[src/rtl/pinpair_flags.sv]
module pinpair_flags #(
  parameter int NPINS = 128,
  localparam int IDXW = $clog2(NPINS)
) (
  input  logic             clk,
  input  logic             rst,
  input  logic             op_en,
  input  logic             op_set,
  input  logic             wr_z,
  input  logic             wr_c,
  input  logic [IDXW-1:0]  pin_idx,
  input  logic [NPINS-1:0] pins_in,
  output logic             flag_z,
  output logic             flag_c,
  output logic [NPINS-1:0] pin_out,
  output logic [NPINS-1:0] pin_oe
);

  logic            pair_mode, odd_sel;
  logic [IDXW-1:0] lo_idx, hi_idx;
  logic            z_next, c_next;
  logic [NPINS-1:0] set_mask, set_val;

  assign pair_mode = ~wr_z & ~wr_c;
  assign odd_sel   = pin_idx[0];
  assign lo_idx    = {pin_idx[IDXW-1:1], 1'b0};
  assign hi_idx    = {pin_idx[IDXW-1:1], 1'b1};

  always_comb begin
    if (pair_mode) begin
      z_next = odd_sel ? pins_in[lo_idx] : pins_in[hi_idx];
      c_next = odd_sel ? pins_in[hi_idx] : pins_in[lo_idx];
    end else begin
      z_next = wr_z ? pins_in[pin_idx] : flag_z;
      c_next = wr_c ? pins_in[pin_idx] : flag_c;
    end
  end

  always_comb begin
    set_mask = '0;
    set_val  = '0;
    if (pair_mode) begin
      set_mask[lo_idx] = 1'b1;
      set_mask[hi_idx] = 1'b1;
      set_val[lo_idx]  = odd_sel ? flag_z : flag_c;
      set_val[hi_idx]  = odd_sel ? flag_c : flag_z;
    end else begin
      set_mask[pin_idx] = 1'b1;
      set_val[pin_idx]  = wr_c ? flag_c : flag_z;
    end
  end

  always_ff @(posedge clk) begin
    if (rst) begin
      flag_z  <= 1'b0;
      flag_c  <= 1'b0;
      pin_out <= '0;
      pin_oe  <= '0;
    end else if (op_en) begin
      if (op_set) begin
        pin_out <= (pin_out & ~set_mask) | (set_val & set_mask);
        pin_oe  <= pin_oe | set_mask;
      end else begin
        flag_z <= z_next;
        flag_c <= c_next;
      end
    end
  end

  AST_IDLE_HOLD: assert property (@(posedge clk) disable iff (rst)
    !op_en |=> $stable(flag_z) && $stable(flag_c) && $stable(pin_out) && $stable(pin_oe));

  AST_GET_PINS_HOLD: assert property (@(posedge clk) disable iff (rst)
    op_en && !op_set |=> $stable(pin_out) && $stable(pin_oe));

  AST_SET_FLAGS_HOLD: assert property (@(posedge clk) disable iff (rst)
    op_en && op_set |=> $stable(flag_z) && $stable(flag_c));

  AST_SET_OE_KEEP: assert property (@(posedge clk) disable iff (rst)
    op_en && op_set |=> ((pin_oe & $past(pin_oe)) == $past(pin_oe)));

  AST_PAIR_SET_OE: assert property (@(posedge clk) disable iff (rst)
    op_en && op_set && !wr_z && !wr_c |=>
      pin_oe[$past(lo_idx)] && pin_oe[$past(hi_idx)]);

  AST_PAIR_GET_QUIET: assert property (@(posedge clk) disable iff (rst)
    op_en && !op_set && !wr_z && !wr_c && !pins_in[lo_idx] && !pins_in[hi_idx]
      |=> !flag_z && !flag_c);

  AST_SET_SINGLE_COUNT: assert property (@(posedge clk) disable iff (rst)
    op_en && op_set && (wr_z || wr_c) |=>
      $countones(pin_oe ^ $past(pin_oe)) <= 1);

endmodule

[config.mk]
export PLATFORM = sky130hd
export DESIGN_NAME = pinpair_flags
export DESIGN_NICKNAME = d
export VERILOG_FILES = /design/src/rtl/pinpair_flags.sv
export SDC_FILE = /design/constraint.sdc
export NUM_CORES = 1
export LEC_CHECK = 0
export BUFFER_PORTS_ARGS = -buffer_cell sky130_fd_sc_hd__buf_2
export CORE_MARGIN = 4
export CORE_UTILIZATION = 51
export CTS_CLUSTER_DIAMETER = 40
export DETAILED_ROUTE_END_ITERATION = 12
export PLACE_DENSITY = 0.81
export RECOVER_POWER = 25
export SETUP_SLACK_MARGIN = 0.2
export SLEW_MARGIN = 20
export SYNTH_ARGS = -nofsm -noshare
export SYNTH_HDL_FRONTEND = slang
export SYNTH_SLANG_ARGS = --single-unit
[constraint.sdc]
create_clock -name clk -period 3 [get_ports clk]
set_clock_uncertainty 0.05 [all_clocks]
set_input_delay 0.6 -clock clk [delete_from_list [all_inputs] [get_ports clk]]
set_output_delay 0.6 -clock clk [all_outputs]
set_load 0.01 [all_outputs]
* Word level (Yosys, flattened, before mapping) *
Cells that the tools add are included.

storage, ports and cells
  bits in registers = 258
  bits in latches = 0
  RAM bits = 0
  memory bits (read-only) = 0
  input port bits = 141
  word-level logic and storage cells = 54
  memories = 0

cells by class
  add/subtract/negate cells = 0
  multipliers = 0
  divide/modulo/power cells = 0
  $lt $le $gt $ge = 6
  equal/unequal tests = 0
  shifts and indexed selects = 0
  muxes and demuxes = 24
  bitwise gates (word level) = 12
  reductions and logical operators = 8

operator list
  operator            number
  $and 128x128->128   3
  $mux 128            2
  $or 128x128->128    2
  $and 128x127->128   1
  $bwmux 128          1
  $not 128->128       1
  $or 127x128->128    1
  $lt 7x8->1 const B  3
  $ge 7x1->1 const B  3
  $mux 1              15
  $bmux 1 s6          2
  $demux 1 s6         2
  $bmux 1 s7          1
  $demux 1 s7         1
  $reduce_and 3->1    2
  $reduce_bool 2->1   2
  $logic_and 1x1->1   3
  $not 1->1           3
  $reduce_and 2->1    1
  $and 1x1->1         1

* Longest topological paths before layout *
  word-level depth = 9
  gate-level depth with buffers = 11

* Worst setup path before layout *
Ideal clock, no wire load.

  path kind = input port to flip-flop
  start point = input pin_idx[0]
  end point = register flag_z
  library setup time = 115 ps
  data arrival time = 2,375 ps
  data required time = 2,835 ps
  path slack = 460 ps
  stages = 9
  buffers on the path = 2
  cell sequence = buf_6 > buf_12 > mux4_1 > mux4_2 > nand2_1 > o2111ai_1 > o311ai_1 > nand3_1 > and3_1

between the ends
  cells in the longest elaborated chain, start to end = 4
  elaborated cells on any way between the ends = 5
  classes of those cells = mux (5)

RTL lines
  element                       RTL line  text
  start: declaration            11        input logic [IDXW-1:0] pin_idx,
  $bmux 1 s7                    34        z_next = wr_z ? pins_in[pin_idx] : flag_z;
  $mux 1 (implied by the code)  34
  $mux 1                        34
  $mux 1 *                      30        if (pair_mode) begin
  end signal: assignment        64        flag_z <= z_next;
  end: declaration              13        output logic flag_z,

Mark *: on every way between the ends. The rest lies on a longest branch, timed or not. The select of a mux whose other input is x is not followed.
A chain may end at the register's enable or synchronous reset.

* Final worst setup path *
Same ends and word-level chain as after synthesis.

==> out/summary.txt <==
number of levels in the clock H-tree = 1
Hold Startpoint = pin_oe[4]
CTS tree = built
async set or reset register ratio after synthesis = 0%
switching power as a share of total power = 25.7%
initial core utilization = 52.5%
Cell Int Power = 5590 uW
Top-Level Pins = 399
Setup crit start = pin_idx[0]
standard-cell rows = 54
worst reg-to-reg setup slack = 1.06 ns
Min Hold Slack = 0.399 ns
Min Clock Period, post-route = 2.47 ns
first-pass GRT wire length = 66900 um
number of warning messages in the yosys log = 0
share of Yosys cell area claimed by the top area cell type = 44.5%
remaining max-slew budget at the tightest pin = 44.9%
category of the most critical setup path = input port to flip-flop
number of design-rule violations left by the first detailed-router iteration = 1433
Seq/Total Area, Yosys = 44.5%
capture endpoint of the worst hold path = pin_oe[4]
Cells on Worst Hold Path = 2
Synth Flop Type = sky130_fd_sc_hd__dfxtp_1
period utilisation layout = 82.4%
commonest cells after routing, fill and taps aside = 270 x sky130_fd_sc_hd__buf_2, 258 x sky130_fd_sc_hd__dfxtp_1, 233 x sky130_fd_sc_hd__a21oi_1, 204 x sky130_fd_sc_hd__nor2_1, 127 x sky130_fd_sc_hd__clkbuf_1
fmax = 404 MHz
Non-Filler Instances = 1960
average cell area after synthesis = 9.14 um2
number of failing hold endpoints at the final stage = 0
share of total power in sequential cells = 45.8%
clock network latency to the later pin of the worst-skew pair = 0.52 ns
Largest delay share family, worst path = multiplexers
# Max-Cap Violations = 0
Cell Chain, Critical Path = buf_2 -> buf_12 -> mux4_1 -> mux2i_1 -> o22ai_1 -> or3_1 -> o311ai_1 -> nand3_1 -> and3_1
Net Switching = 1930 uW
number of detailed-routing iterations run before antenna repair = 6
post-DR vias/cell = 6.09
syn nets = 1411
number of buffer and inverter instances along the worst setup path = 2
GRT Util Overall = 32.5%
startpoint of the worst register-to-register path = flag_z
Post-Synthesis Cells = 1270
Routed wire per std cell = 22.2 um
vias in the first global route = 11.5k
core box area = 22100 um2
proportion of layout cells with a drive suffix above 1 = 28.9%
status = finished, final reports clean
maximum single-stage delay on the critical path = 0.58 ns
post-route DRC violation count = 0
number of clock sinks = 258
synth top area cells = sky130_fd_sc_hd__dfxtp_1 45%, sky130_fd_sc_hd__a21oi_1 10%, sky130_fd_sc_hd__mux4_2 9.1%, sky130_fd_sc_hd__nor2_1 6.9%, sky130_fd_sc_hd__a311oi_1 5.4%
instance count after placement with tap cells included = 1909
maximum VDD drop = 0.557 mV
Max Slew Vio Count = 0
area of the die = 25200 um2
total grt overflow = 0
clock-pin slew reported for the worst setup and hold paths after clock tree synthesis = 0.06 ns
Worst setup EP type = flip-flop
total number of vias = 11.9k
pin count of the biggest net entering global routing = 113
Reg2Reg Depth = 6
worst-margin pin slew = 0.826 ns
routability cong. = 0.945
commonest non-fill, non-tap cell in the layout = sky130_fd_sc_hd__buf_2
Cell Area, Synth = 11600 um2
CP max stage cell = sky130_fd_sc_hd__mux4_1
post_cts resized = 0
part of the power in the clock network = 43.3%
cts hold-fix bufs = 0
top cell type by total area after synthesis = sky130_fd_sc_hd__dfxtp_1
clock buffer count from CTS = 27
WP data arrival = 2.84 ns
unrepaired setup endpoints after global routing = false
static leakage = 0.00593 uW
largest fanout of any net on the critical path = 25
Detail Route Antenna Nets = 0
initial antenna violation count = 3
number of enable-type register cells in the synthesized netlist = 0
routed wire length = 43400 um
final setup vio count = 0
layout-stage area growth over the synthesis result = 28.6%
number of buffers added on ports = 398
Die Y = 159 um
type of origin of the critical path = input port
flip-flop and latch count after synthesis = 258
number of unique standard cell types used by synthesis = 55
kind of path behind the tightest hold check = flip-flop to flip-flop
CTS root buf = sky130_fd_sc_hd__clkbuf_16
Critical Path RT = 3.37 ns
combinational cell fraction of total power = 10.9%
number of post-CTS setup repair buffers = 0
fillcell total = 1846
# nets final = 1799
horizontal die dimension = 159 um
half-perimeter wire length after placement = 31600 um
total power divided by cell area = 504 nW/um2
Clock Tree Buf Depth = 3
## kinds of logic (layout without fill, tap and decap cells)
family | Yosys count | after routing | synth area share, %
multiplexers | 104 | 104 | 15.5
flip-flops | 258 | 258 | 44.5
buffers and inverters | 130 | 537 | 5.22
AO/OA/AOI/OAI | 358 | 358 | 19.3
other | 0 | 3 | 0
AND/OR/NAND/NOR | 420 | 420 | 15.5
## power by group through the flow
stage | combinational (uW) | sequential [uW] | clock (uW)
2_1_floorplan | 476 | 3520 | 0
3_3_place_gp | 802 | 3520 | 0
3_5_place_dp | 805 | 3520 | 0
4_1_cts | 808 | 3440 | 3290
5_1_grt | 873 | 3440 | 3430
6_report | 822 | 3440 | 3260
## worst reg2reg max path, delay by kind of cell, from the launching register on
kind	cells	cell delay, ns
and+or+nand+nor	2	0.47
AOI/OAI and AO/OA	2	0.30
muxes	1	0.30
buffers and inverters	1	0.21
DFF	1	0.52
## metal layers
layer	track usage [%]	wire length, um	up-vias
met5	0	0	-
met4	11.8	1640	0
met3	6.89	4300	96
met2	51.3	20100	682
met1	44.4	17400	5735
li1	-	-	5421
## synth_stat cells, drive strengths merged (3+ instances only)
master / count
nand2b: 10
mux4: 57
buf: 40
o221a: 12
clkbuf: 77
or2: 3
o21ai: 7
nor3: 34
a311oi: 72
dfxtp: 258
o22ai: 5
mux2: 5
and3: 3
a211oi: 6
inv: 13
mux2i: 42
nand3: 41
nor2b: 5
and2: 7
nor4: 3
a21oi: 233
nor2: 215
nand2: 91
o221ai: 7
## per-stage QoR
step / utilization (%) / power [uW] / setup slack [ns] / setup TNS [ns] / cell area (um2)
2_1_floorplan: - / 4000 / 0.460 / 0 / 11600
3_3_place_gp: 64.3 / 4320 / 0.0231 / 0 / 14200
3_5_place_dp: 64.3 / 4330 / -0.00550 / -0.00550 / 14200
4_1_cts: 68.2 / 7540 / 0.547 / 0 / 15100
5_1_grt: 67.6 / 7740 / 0.396 / 0 / 14900
6_report: 67.6 / 7530 / 0.527 / 0 / 14900
## how the worst max path moves through the flow
stage | endpoint | depth (start not counted)
2_1_floorplan | flag_z | 9
3_3_place_gp | flag_z | 9
3_5_place_dp | flag_z | 9
4_1_cts | flag_z | 9
5_1_grt | flip-flop | 9
6_report | flag_z | 9
## cell type report
class | instances | area (um2) | share of cell area (%)
Sequential cell | 258 | 5160 | 34.6
Antenna cell | 3 | 7.51 | 0.0503
Timing Repair Buffer | 476 | 2590 | 17.4
Multi-Input combinational cell | 882 | 5900 | 39.5
Inverter | 13 | 48.8 | 0.327
Clock inverter | 19 | 164 | 1.10
Tap cell | 280 | 350 | 2.35
Clock buffer | 29 | 703 | 4.71
Power figures use the tool's default switching activity.
